**src/rtl/msi_ring_pkg.sv**
```systemverilog
package msi_ring_pkg;
    typedef enum logic {ST_IDLE, ST_WRITE} wr_state_e;

    typedef struct packed {
        logic [1:0] size;
        logic       stop;
        logic       irq_en;
        logic       full_en;
        logic       cap_en;
    } ctrl_t;

    localparam logic [2:0] SEL_CTRL    = 3'd0;
    localparam logic [2:0] SEL_BASE_HI = 3'd3;
    localparam logic [2:0] SEL_BASE_LO = 3'd4;
    localparam logic [2:0] SEL_RD_OFF  = 3'd5;
    localparam logic [2:0] SEL_WR_OFF  = 3'd6;
endpackage

```
**src/rtl/msi_ring_regs.sv**
```systemverilog
module msi_ring_regs
    import msi_ring_pkg::*;
#(
    parameter int OFF_W     = 18,
    parameter int REC_SHIFT = 4,
    parameter int MIN_SHIFT = 15,
    parameter int REG_W     = 32
) (
    input  logic             clk,
    input  logic             rst_n,
    input  logic             reg_wr,
    input  logic [2:0]       reg_sel,
    input  logic [REG_W-1:0] reg_wdata,
    output logic [REG_W-1:0] reg_rdata,
    input  logic             adv,
    input  logic             drop,
    output ctrl_t            ctrl_q,
    output logic [2*REG_W-1:0] base_q,
    output logic [OFF_W-1:0] woff_q,
    output logic [OFF_W-1:0] roff_q,
    output logic             full
);
    localparam int REC_BYTES = 1 << REC_SHIFT;

    logic             sticky_q;
    logic [OFF_W-1:0] mask;
    logic [OFF_W-1:0] woff_next;

    always_comb begin
        for (int b = 0; b < OFF_W; b++)
            mask[b] = (b >= REC_SHIFT) && (b < MIN_SHIFT + int'(ctrl_q.size));
    end

    assign woff_next = (woff_q + OFF_W'(REC_BYTES)) & mask;
    assign full      = (woff_next == roff_q);

    always_ff @(posedge clk) begin
        if (!rst_n) begin
            ctrl_q   <= '0;
            base_q   <= '0;
            woff_q   <= '0;
            roff_q   <= '0;
            sticky_q <= 1'b0;
        end else begin
            if (adv) woff_q <= woff_next;
            if (reg_wr) begin
                unique case (reg_sel)
                    SEL_CTRL: begin
                        ctrl_q.cap_en  <= reg_wdata[0];
                        ctrl_q.full_en <= reg_wdata[1];
                        ctrl_q.irq_en  <= reg_wdata[3];
                        ctrl_q.stop    <= reg_wdata[4];
                        ctrl_q.size    <= reg_wdata[9:8];
                    end
                    SEL_BASE_HI: base_q[2*REG_W-1:REG_W] <= reg_wdata;
                    SEL_BASE_LO: base_q[REG_W-1:0]       <= reg_wdata;
                    SEL_RD_OFF:  roff_q <= reg_wdata[OFF_W-1:0] & mask;
                    default: ;
                endcase
            end
            if (drop)
                sticky_q <= 1'b1;
            else if (reg_wr && reg_sel == SEL_CTRL)
                sticky_q <= 1'b0;
        end
    end

    always_comb begin
        unique case (reg_sel)
            SEL_CTRL:    reg_rdata = {15'd0, sticky_q, 6'd0, ctrl_q.size, 3'd0,
                                      ctrl_q.stop, ctrl_q.irq_en, 1'b0,
                                      ctrl_q.full_en, ctrl_q.cap_en};
            SEL_BASE_HI: reg_rdata = base_q[2*REG_W-1:REG_W];
            SEL_BASE_LO: reg_rdata = base_q[REG_W-1:0];
            SEL_RD_OFF:  reg_rdata = {(REG_W-OFF_W)'(0), roff_q};
            SEL_WR_OFF:  reg_rdata = {(REG_W-OFF_W)'(0), woff_q};
            default:     reg_rdata = '0;
        endcase
    end
endmodule

```
**src/rtl/msi_ring_fsm.sv**
```systemverilog
module msi_ring_fsm
    import msi_ring_pkg::*;
#(
    parameter int ADDR_W = 64,
    parameter int REC_W  = 128,
    parameter int NUM_W  = 32,
    parameter int OFF_W  = 18
) (
    input  logic              clk,
    input  logic              rst_n,
    input  logic              msi_valid,
    input  logic [NUM_W-1:0]  msi_num,
    output logic              msi_ready,
    input  logic              cap_en,
    input  logic              stop,
    input  logic              full,
    input  logic [ADDR_W-1:0] base,
    input  logic [OFF_W-1:0]  woff,
    output logic              mem_valid,
    input  logic              mem_ready,
    output logic [ADDR_W-1:0] mem_addr,
    output logic [REC_W-1:0]  mem_data,
    output logic              adv,
    output logic              drop
);
    wr_state_e          state_q, state_d;
    logic [NUM_W-1:0]   num_q;
    logic               take, take_record;

    assign take        = msi_valid && (state_q == ST_IDLE);
    assign take_record = take && cap_en && !(stop && full);

    always_comb begin
        state_d = state_q;
        unique case (state_q)
            ST_IDLE:  if (take_record) state_d = ST_WRITE;
            ST_WRITE: if (mem_ready)   state_d = ST_IDLE;
            default:  state_d = ST_IDLE;
        endcase
    end

    always_ff @(posedge clk) begin
        if (!rst_n) begin
            state_q  <= ST_IDLE;
            num_q    <= '0;
            mem_addr <= '0;
        end else begin
            state_q <= state_d;
            if (take_record) begin
                num_q    <= msi_num;
                mem_addr <= base + ADDR_W'(woff);
            end
        end
    end

    always_comb begin
        msi_ready = 1'b0;
        mem_valid = 1'b0;
        adv       = 1'b0;
        drop      = take && cap_en && stop && full;
        unique case (state_q)
            ST_IDLE:  msi_ready = 1'b1;
            ST_WRITE: begin
                mem_valid = 1'b1;
                adv       = mem_ready;
            end
            default: ;
        endcase
    end

    assign mem_data = {(REC_W-NUM_W)'(0), num_q};
endmodule

```
**src/rtl/msi_ring_writer.sv**
```systemverilog
module msi_ring_writer
    import msi_ring_pkg::*;
#(
    parameter int OFF_W     = 18,
    parameter int REC_SHIFT = 4,
    parameter int MIN_SHIFT = 15,
    parameter int REG_W     = 32,
    parameter int NUM_W     = 32,
    parameter int REC_W     = 128
) (
    input  logic                 clk,
    input  logic                 rst_n,
    input  logic                 reg_wr,
    input  logic [2:0]           reg_sel,
    input  logic [REG_W-1:0]     reg_wdata,
    output logic [REG_W-1:0]     reg_rdata,
    input  logic                 msi_valid,
    input  logic [NUM_W-1:0]     msi_num,
    output logic                 msi_ready,
    output logic                 mem_valid,
    input  logic                 mem_ready,
    output logic [2*REG_W-1:0]   mem_addr,
    output logic [REC_W-1:0]     mem_data,
    output logic                 irq
);
    localparam int ADDR_W = 2 * REG_W;

    ctrl_t             ctrl_q;
    logic [ADDR_W-1:0] base_q;
    logic [OFF_W-1:0]  woff_q, roff_q;
    logic              full, adv, drop;

    msi_ring_regs #(
        .OFF_W(OFF_W), .REC_SHIFT(REC_SHIFT), .MIN_SHIFT(MIN_SHIFT), .REG_W(REG_W)
    ) u_regs (
        .clk(clk), .rst_n(rst_n), .reg_wr(reg_wr), .reg_sel(reg_sel),
        .reg_wdata(reg_wdata), .reg_rdata(reg_rdata), .adv(adv), .drop(drop),
        .ctrl_q(ctrl_q), .base_q(base_q), .woff_q(woff_q), .roff_q(roff_q),
        .full(full)
    );

    msi_ring_fsm #(
        .ADDR_W(ADDR_W), .REC_W(REC_W), .NUM_W(NUM_W), .OFF_W(OFF_W)
    ) u_fsm (
        .clk(clk), .rst_n(rst_n), .msi_valid(msi_valid), .msi_num(msi_num),
        .msi_ready(msi_ready), .cap_en(ctrl_q.cap_en), .stop(ctrl_q.stop),
        .full(full), .base(base_q), .woff(woff_q), .mem_valid(mem_valid),
        .mem_ready(mem_ready), .mem_addr(mem_addr), .mem_data(mem_data),
        .adv(adv), .drop(drop)
    );

    assign irq = (ctrl_q.irq_en && (woff_q != roff_q)) || (ctrl_q.full_en && full);
endmodule

```
**config.mk**
```make
export PLATFORM = sky130hd
export DESIGN_NAME = msi_ring_writer
export DESIGN_NICKNAME = d
export VERILOG_FILES = /design/src/rtl/msi_ring_pkg.sv /design/src/rtl/msi_ring_regs.sv /design/src/rtl/msi_ring_fsm.sv /design/src/rtl/msi_ring_writer.sv
export SDC_FILE = /design/constraint.sdc
export NUM_CORES = 1
export LEC_CHECK = 0
export BUFFER_PORTS_ARGS = -buffer_cell sky130_fd_sc_hd__buf_2
export CORE_MARGIN = 1.5
export CORE_UTILIZATION = 27
export CTS_CLUSTER_SIZE = 8
export DETAILED_ROUTE_END_ITERATION = 10
export PLACE_DENSITY = 0.55
export SYNTH_ARGS = -nofsm -noshare
export SYNTH_HDL_FRONTEND = slang
export SYNTH_SLANG_ARGS = --single-unit
```
**constraint.sdc**
```tcl
create_clock -name clk -period 6.2 [get_ports clk]
set_clock_uncertainty 0.05 [all_clocks]
set_input_delay 1.24 -clock clk [delete_from_list [all_inputs] [get_ports clk]]
set_output_delay 1.24 -clock clk [all_outputs]
set_load 0.1 [all_outputs]
```
==> metrics.md, run 1 <==
| Metric | Value |
|---|---|
| Fmax | 208 MHz |
| Critical Path RT | 4.91 ns |
| Syn Inst Count | 1405 |
| Post-CTS setup buffers | 0 |
| Die W | 209 um |
| Clk sink count | 196 |
| Slew HR | 19.3% |
| Vias in the first global route | 9594 |
| Hold_buf cts | 0 |
| Final Critical Period | 4.81 ns |
| Final Cycle Share | 77.6% |
| Overall routing resource usage | 18.7% |
| Core box area | 41900 um^2 |
| Via count | 10600 |
| Fill cells | 4495 |
| Post-synth EDFFs | 0 |
| Initial antenna violation count | 3 |
| Ordered list of cells on the worst path | ha_1 -> nand3_1 -> nor3_1 -> o31ai_1 -> nor4_1 -> nand4_1 -> o21ai_0 -> buf_2 |
| CP delay by family, top | simple AND/OR/NAND/NOR gates |
| Worst slew pin tran | 1.21 ns |
| Largest stage delay, worst path | 0.59 ns |
| Ratio of cells with drive above 1 in the final layout | 20.1% |
| Nets | 1619 |
| Clock slew seen by the registers of the worst setup and hold paths | 0.09 ns |
| Routed len/inst | 20.0 um |
| Hold Crit Class | register to register |
| Routed vias/inst | 5.07 |
| Layout area overhead | 13.5% |
| Clock root cell | clkbuf_16 |
| Startpoint types | register |
| Endpoints failing setup | 0 |
| Inst Count DP | 2051 |
| Arrival time at the worst endpoint | 3.52 ns |
| H-tree depth | 4 |
| FF+latch area | 3920 um^2 |
| Yosys reg bits | 196 |
| Hold Crit Start | u_fsm.num_q[30] |
| Slowest CP cell | dfxtp_1 |
| GR Overflow Total | 0 |
| Slew Limit Fails | 0 |
| First-pass GRT wire length | 61600 um |
| WS Path Type | register to primary output |
| CTS Buffer Depth | 2 |
| Finished Core Util | 31.0% |
| CTS tree | done |
| Cts bufs inserted | 17 |
| Remaining DRCs | 0 |
| DR iter-0 viols | 896 |
| Leak | 4.93 nW |
| Post-DP HPWL | 31200 um |
| Post-cts resize count | 0 |
| ANT nets after route | 0 |
| Critical Path Sink Type | primary output |
| Total Wirelength | 41700 um |
| Setup ws final | 1.39 ns |
| Routability cong. | 0.897 |
| Ports | 299 |
| Synthesized area per cell | 8.12 um^2 |
| Run status | completed |
| DP Worst Slack | 1.58 ns |
| Ys flop type | dfxtp_1 |
| FP Rows | 75 |
| Starting Density | 27.3% |
| Fin. Hold Viols | 0 |
| # Max-Cap Violations | 0 |
| TritonRoute pass-1 iters | 5 |
| Peak supply drop | 0.168 mV |
| Die area | 43500 um^2 |
| Input/output buffers | 202 |
| Crit path buffers/inverters | 1 |
| Post-synthesis cell area | 11400 um^2 |
| Diode count | 0 |
| Height of the die | 209 um |
| Reg2reg start | u_regs.woff_q[5] |
| Final cell count without fillers | 2083 |
| Clock Latency Late Sink | 0.47 ns |
| RSZ-0062 raised after global routing | no |
| Seq/Total Area, Yosys | 34.4% |
| Fin Setup TNS | 0 ns |
| Setup crit start | u_regs.woff_q[5] |
| Ys async rst share | 0% |
| Worst Path Max Fanout | 9 |
| Post-synth cell types | 69 |
| Maximum number of pins on one net before global-route repair | 62 |
| Total of warnings raised by yosys | 0 |
| Multi-input logic area | 6570 um^2 |
| Pwr dens | 229 nW/um^2 |
## cell usage in the layout (no fill, tap or decap), types with 5 or more instances in the layout
master	synthesis	layout
o211ai_1	5	5
clkbuf_16	0	17
buf_4	102	15
and3_1	23	23
nand2_1	302	302
a22oi_1	10	10
nand4_1	25	25
a21oi_1	159	159
ha_1	15	15
inv_1	13	12
or3_1	6	6
mux2i_1	61	61
xnor2_1	62	62
a221oi_1	5	5
dfxtp_1	196	196
conb_1	1	96
a211oi_2	44	44
a21o_1	8	8
nand3_1	34	34
nor3_1	17	17
xor2_1	19	19
buf_2	9	201
o21ai_0	40	40
and4_1	11	11
a22o_1	25	25
nand2b_1	5	5
nor4_1	18	18
a31oi_1	5	5
nor2_1	35	35
## worst register-to-register path, delay by kind of cell, from the launching register on
kind | cells | cell delay, ns
adder cells (fa/ha/maj) | 1 | 0.31
AND/OR/NAND/NOR | 3 | 1.50
buffers and inverters | 1 | 0.55
flip-flops | 1 | 0.59
multiplexers | 1 | 0.25
AO/OA/AOI/OAI | 3 | 0.77
## state kept, by name, summed over array words and instances, names as in the netlist
signal and count:
u_regs.roff_q 14, u_fsm.num_q 32, u_regs.ctrl_q 6, u_fsm.mem_addr 64
u_regs.base_q 64, u_fsm.state_q 1, u_regs.woff_q 14, u_regs.sticky_q 1
## layout make-up
class,count,area share [%]
Multi-Input combinational cell,1087,50.7
Sequential cell,196,30.3
Clock inverter,14,1.36
Tap cell,539,5.20
Inverter,13,0.396
Timing Repair Buffer,216,8.63
Clock buffer,18,3.39
## path summary, 6_finish.rpt
| kind | cells past startpoint | endpoint | slack [ns] |
|---|---|---|---|
| worst min register to register | 2 | u_fsm.num_q[30] | 0.41 |
| worst max register to register | 9 | u_fsm.num_q[6] | 2.08 |
| worst max-delay path | 8 | irq | 1.39 |
| worst min-delay path | 2 | u_fsm.num_q[30] | 0.41 |
## layer usage
| metal | global-route usage (%) | wire length, um |
|---|---|---|
| met1 | 27.2 | 20000 |
| met4 | 4.37 | 594 |
| met5 | 0 | 13 |
| met2 | 27.5 | 17700 |
| met3 | 4.58 | 3390 |
## where the power goes
part | total, mW | internal [mW] | leakage, nW | switching [mW]
sequential | 1.30 | 1.27 | 1.58 | 0.0266
combinational | 0.495 | 0.0602 | 3.05 | 0.434
clock | 1.18 | 0.562 | 0.296 | 0.614
total | 2.97 | 1.90 | 4.93 | 1.07
## logic make-up (layout without fill, tap and decap cells)
logic type,count (synthesis),in the layout,synth area share [%]
xor+xnor,82,82,6.36
other cells,1,96,0.0329
simple gates,502,502,20.6
buf+inv,217,261,11.2
flops,196,196,34.4
fa+ha+maj,16,16,1.82
compound gates,329,329,20.2
mux,62,62,5.45
## synth_stat cells, types with 17 or more instances
master	count	area (um^2)
nand2_1	302	1130
dfxtp_1	196	3920
a21oi_1	159	796
buf_4	102	766
clkbuf_1	81	304
xnor2_1	62	543
mux2i_1	61	611
a211oi_2	44	551
o21ai_0	40	200
nor2_1	35	131
nand3_1	34	170
a22o_1	25	219
nand4_1	25	156
and3_1	23	144
xor2_1	19	166
nor4_1	18	113
nor3_1	17	85.1
## metrics by stage
stage	hold WS [ns]	cell area (um^2)	power (mW)
3_3_place_gp	0.388	12300	1.82
5_1_grt	0.424	13000	3.07
2_1_floorplan	0.382	11800	1.79
3_5_place_dp	0.394	12300	1.82
6_report	0.406	13000	2.97
4_1_cts	0.409	13000	3.00
Note: power is estimated with default switching activity, not from simulation.
==> inputs of run 2 (changes only) <==
- clock period: 6.2 -> 4.55 ns (I/O delays scaled with it)
==> run 2 against run 1 <==
Against the previous run:
- cell area rose by 2.0%
- flip-flop and latch count did not move
- cell count rose by 0.53%
- highest routed layer is now met4
==> metrics.md, run 2 (synthesis results as in run 1) <==
| Metric | Value |
|---|---|
| Cts bufs inserted | 17 |
| Routed len/inst | 19.4 um |
| Biggest regs | u_fsm.mem_addr: 64 flops, u_regs.base_q: 64 flops, u_fsm.num_q: 32 flops |
| CTS Buffer Depth | 2 |
| Layout area overhead | 15.8% |
| Final Power | 4.03 mW |
| Hold_buf cts | 0 |
| Initial antenna violation count | 3 |
| H-tree depth | 4 |
| Die area | 43500 um^2 |
| Run status | completed |
| Most frequent cells in the layout | nand2_1 (302), dfxtp_1 (196), buf_2 (190) |
| Core box area | 41900 um^2 |
| WHS | 0.403 ns |
| DR iter-0 viols | 940 |
| Fin Setup TNS | 0 ns |
| Ports | 299 |
| Clock root cell | clkbuf_16 |
| RSZ-0062 raised after global routing | no |
| WS Path Type | register to primary output |
| Final Cycle Share | 91.7% |
| Input/output buffers | 202 |
| Via count | 10500 |
| Endpoints failing setup | 0 |
| ANT nets after route | 0 |
| Final Critical Period | 4.17 ns |
| Remaining DRCs | 0 |
| Starting Density | 27.3% |
| Total Wirelength | 40700 um |
| Post-route cell area | 13200 um^2 |
| TritonRoute pass-1 iters | 6 |
| Routability cong. | 0.924 |
| Pwr dens | 305 nW/um^2 |
| Clock Latency Late Sink | 0.46 ns |
| Commonest non-fill, non-tap cell in the layout | nand2_1 |
| Fin. Hold Viols | 0 |
| Height of the die | 209 um |
| Cell area after placement | 12600 um^2 |
| Critical Path RT | 3.59 ns |
| Critical Path Sink Type | primary output |
| Maximum number of pins on one net before global-route repair | 109 |
| Worst Path Max Fanout | 9 |
| Nets | 1629 |
| Routed vias/inst | 5.02 |
| Worst slew pin tran | 1.19 ns |
| Clk sink count | 196 |
| CTS tree | done |
| Ratio of cells with drive above 1 in the final layout | 20.7% |
| Overall routing resource usage | 18.3% |
| Die W | 209 um |
| Post-DP HPWL | 30600 um |
| # Max-Cap Violations | 0 |
| Fmax | 240 MHz |
| Vias in the first global route | 9435 |
| Hold Crit Class | register to register |
| Arrival time at the worst endpoint | 3.21 ns |
| Slew HR | 20.3% |
| First-pass GRT wire length | 60100 um |
| FP Rows | 75 |
| Startpoint types | register |
| Clock slew seen by the registers of the worst setup and hold paths | 0.07 ns |
| Slew Limit Fails | 0 |
| Leak | 5.01 nW |
| Peak supply drop | 0.221 mV |
| GR Overflow Total | 0 |
-- run 2: worst paths after layout --
| kind | from | end | slack, ns | cells after the start |
|---|---|---|---|---|
| max reg2reg | u_regs.woff_q[5] | u_fsm.num_q[23] | 0.67 | 9 |
| max | u_regs.woff_q[5] | irq | 0.38 | 8 |
| min | u_fsm.num_q[11] | u_fsm.num_q[11] | 0.40 | 2 |
| min reg2reg | u_fsm.num_q[11] | u_fsm.num_q[11] | 0.40 | 2 |
-- run 2: layout make-up --
cell class	count	area, um^2
inverter	13	51.3
clock buffer	18	429
antenna	1	2.50
clock inverter	14	170
fill	4456	28600
tap	539	674
multi-input combinational	1087	6580
timing repair buffer	226	1380
sequential	196	3920
-- run 2: per-layer routing --
layer  routed length [um]  track usage, %  vias to the layer above  part of all wire (%)
li1                     -               -                     5000                     -
met1                19500            26.7                     5006                    48
met2                17300            27.1                      469                    42
met3                 3360            4.21                       36                   8.2
met4                  539            4.00                        0                   1.3
met5                    0               0                        -                     0
-- run 2: critical path: stages, from the launching register on --
cell and delay [ns]:
dfxtp_1 0.57, ha_1 0.33, nand3_2 0.24, nor4_1 0.35
nor3_1 0.14, nor4_1 0.31, nand4_1 0.17, o21ai_1 0.27
clkbuf_4 0.39
-- run 2: through the flow --
step / util, % / std cells / setup WS (ns)
after floorplan: - / 1500 / -0.00768
after global placement: 30.1 / 2061 / 0.711
after detailed placement: 30.1 / 2061 / 0.515
after CTS: 31.5 / 2093 / 0.0968
after global routing: 31.6 / 2093 / 0.118
final: 31.6 / 2094 / 0.380
-- run 2: timing repair --
action	4_1_cts	5_1_grt
setup endpoints to repair	0	1
setup buffers	0	0
resized for setup	0	3
-- run 2: where the power goes --
group | internal, mW | switching [mW] | total [mW] | leakage, nW
Combinational | 0.0931 | 0.596 | 0.689 | 3.14
Clock | 0.784 | 0.788 | 1.57 | 0.281
Sequential | 1.74 | 0.0314 | 1.77 | 1.58
==> inputs of run 3 (changes only) <==
- SKIP_CTS_REPAIR_TIMING: not set -> 1
- SYNTH_HIERARCHICAL: not set -> 1
- TNS_END_PERCENT: not set -> 30
==> run 3 against run 2 <==
Against the previous run:
- synthesized cell count increased by 4.7%
- largest cell class unchanged
- largest power group unchanged
- power about the same
- synthesized area increased by 3.6%
- critical endpoint unchanged
- critical path depth increased by 2
- combinational power decreased by 3.5%
- clock power about the same
==> metrics.md, run 3 <==
| Metric | Value |
|---|---|
| Crit path buffers/inverters | 1 |
| Ys async rst share | 0% |
| ANT nets after route | 0 |
| Ports | 299 |
| Commonest non-fill, non-tap cell in the layout | nand2_1 |
| CTS Buffer Depth | 2 |
| Maximum number of pins on one net before global-route repair | 68 |
| CP delay by family, top | simple AND/OR/NAND/NOR gates |
| Overall routing resource usage | 18.6% |
| Critical Path RT | 3.59 ns |
| Height of the die | 212 um |
| First-pass GRT wire length | 62200 um |
| DR iter-0 viols | 902 |
| FP Rows | 76 |
| Yosys reg bits | 196 |
| Endpoints failing setup | 0 |
| Layout area overhead | 14.7% |
| Peak supply drop | 0.215 mV |
| Hold Crit Class | register to register |
| Ordered list of cells on the worst path | ha_1 -> nand3_4 -> nor3_1 -> mux2i_1 -> nor3_1 -> o2111ai_1 -> nor4_4 -> nand2_1 -> nand3_1 -> clkbuf_4 |
| Die W | 212 um |
| GR peak layer | met2 |
| GR Util met3 | 4.12% |
| Slowest CP cell | dfxtp_1 |
| WHS | 0.399 ns |
| Clock slew seen by the registers of the worst setup and hold paths | 0.08 ns |
| Fin. Hold Viols | 0 |
| Arrival time at the worst endpoint | 3.31 ns |
| Worst Path Max Fanout | 8 |
| Met2 usage in global routing | 27.9% |
| Total Wirelength | 42700 um |
| Startpoint types | register |
| Synth cell count leaders | nand2_1 (307), dfxtp_1 (196), buf_4 (110) |
| Total of warnings raised by yosys | 6 |
| Post-synth top area cell | dfxtp_1 |
| Via count | 11000 |
| Synth top area share | 33.2% |
| Clk sink count | 196 |
| Final Cycle Share | 93.9% |
| Vias in the first global route | 9807 |
| Synthesized area per cell | 8.04 um^2 |
| Fmax | 234 MHz |
| Post-synth cell types | 80 |
| Routed vias/inst | 4.99 |
| Cell with the most instances after synthesis | nand2_1 |
| Fin Setup TNS | 0 ns |
| RSZ-0062 raised after global routing | no |
| Routed len/inst | 19.3 um |
| Nets | 1709 |
| CTS tree | done |
| Slew Limit Fails | 0 |
| Most frequent CP cell | nor3_1 |
| Ys flop type | dfxtp_1 |
| Routability cong. | 0.960 |
| Clock Latency Late Sink | 0.48 ns |
| Syn Inst Count | 1471 |
| Cts bufs inserted | 17 |
| Diode count | 0 |
| Worst slew pin tran | 0.808 ns |
| GR Overflow Total | 0 |
| Slew HR | 46.0% |
| Leak | 5.36 nW |
| Input/output buffers | 202 |
| Ratio of cells with drive above 1 in the final layout | 17.9% |
| Post-DP HPWL | 32700 um |
| Die area | 45100 um^2 |
| Post-synth EDFFs | 0 |
| Core box area | 43200 um^2 |
| Pwr dens | 297 nW/um^2 |
| Post-synthesis cell area | 11800 um^2 |
| # Max-Cap Violations | 0 |
| Biggest regs | u_fsm/mem_addr: 64 flops, u_regs/base_q: 64 flops, u_fsm/num_q: 32 flops |
| Remaining DRCs | 0 |
| Starting Density | 27.4% |
| Critical Path Sink Type | primary output |
| WS Path Type | register to primary output |
| Final Critical Period | 4.27 ns |
| Run status | completed |
| Met1 GRT Util | 26.0% |
| Most frequent cells in the layout | nand2_1 (307), buf_2 (200), dfxtp_1 (195) |
| Clock root cell | clkbuf_16 |
| Top post-synthesis cells by area | dfxtp_1 (33%), nand2_1 (9.7%), buf_4 (7.0%) |
| Initial antenna violation count | 2 |
| Seq/Total Area, Yosys | 33.2% |
| Final Power | 4.03 mW |
| H-tree depth | 4 |
| TritonRoute pass-1 iters | 5 |
| Largest stage delay, worst path | 0.53 ns |
## run 3: final timing paths
| path | startpoint | to | slack (ns) | cells after the start |
|---|---|---|---|---|
| setup / recovery | u_regs/woff_q[5] | irq | 0.28 | 10 |
| hold / removal | u_fsm/mem_addr[28] | u_fsm/mem_addr[28] | 0.40 | 2 |
| setup reg to reg | u_regs/woff_q[5] | u_fsm/mem_addr[49] | 1.01 | 13 |
| hold reg to reg | u_fsm/mem_addr[28] | u_fsm/mem_addr[28] | 0.40 | 2 |
## run 3: cell type report
class,count,area [um^2]
fillers,4719,29600
multi-input cells,1158,7000
flip-flops and latches,196,3930
repair buffers,226,1230
well taps,585,732
clock buffers,17,425
clock inverters,15,179
inverters,18,67.6
## run 3: where the power goes
group	total [mW]	internal, mW	switching (mW)	leakage, nW
combinational	0.665	0.0943	0.571	3.49
sequential	1.77	1.74	0.0354	1.58
clock	1.59	0.791	0.799	0.294
## run 3: through the flow
stage	instances	utilization (%)	instance area [um^2]	setup WS [ns]
after floorplan	1573	-	12200	-0.101
final	2215	31.4	13600	0.278
after CTS	2215	31.4	13500	-0.0217
after detailed placement	2183	30.0	12900	0.514
after global placement	2183	30.0	12900	0.585
after global routing	2215	31.4	13600	0.0371
## run 3: kinds of logic (layout without fill, tap and decap cells)
kind of cell	Yosys count	after routing	synth area share, %
xor+xnor	65	65	4.81
compound gates	381	381	23.1
mux	27	27	2.29
simple gates	561	561	23.3
flops	196	196	33.2
fa+ha+maj	20	20	2.18
other cells	2	104	0.0635
buf+inv	219	276	11.1
## run 3: routing by layer
| metal | wire length [um] | vias to the layer above |
|---|---|---|
| met5 | 0 | - |
| met4 | 1150 | 0 |
| met3 | 3510 | 65 |
| met2 | 18500 | 472 |
| met1 | 19500 | 5247 |
| li1 | - | 5263 |
## run 3: worst register-to-register path, cell delays in order, from the launching register on
cell	delay (ns)
dfxtp_1	0.53
ha_1	0.38
nand3_4	0.16
nor3_1	0.35
mux2i_1	0.12
nor3_1	0.25
o2111ai_1	0.20
nor4_4	0.34
nand2_1	0.13
nand4_1	0.17
buf_12	0.31
a311o_1	0.19
o211ai_1	0.09
nor3_1	0.20
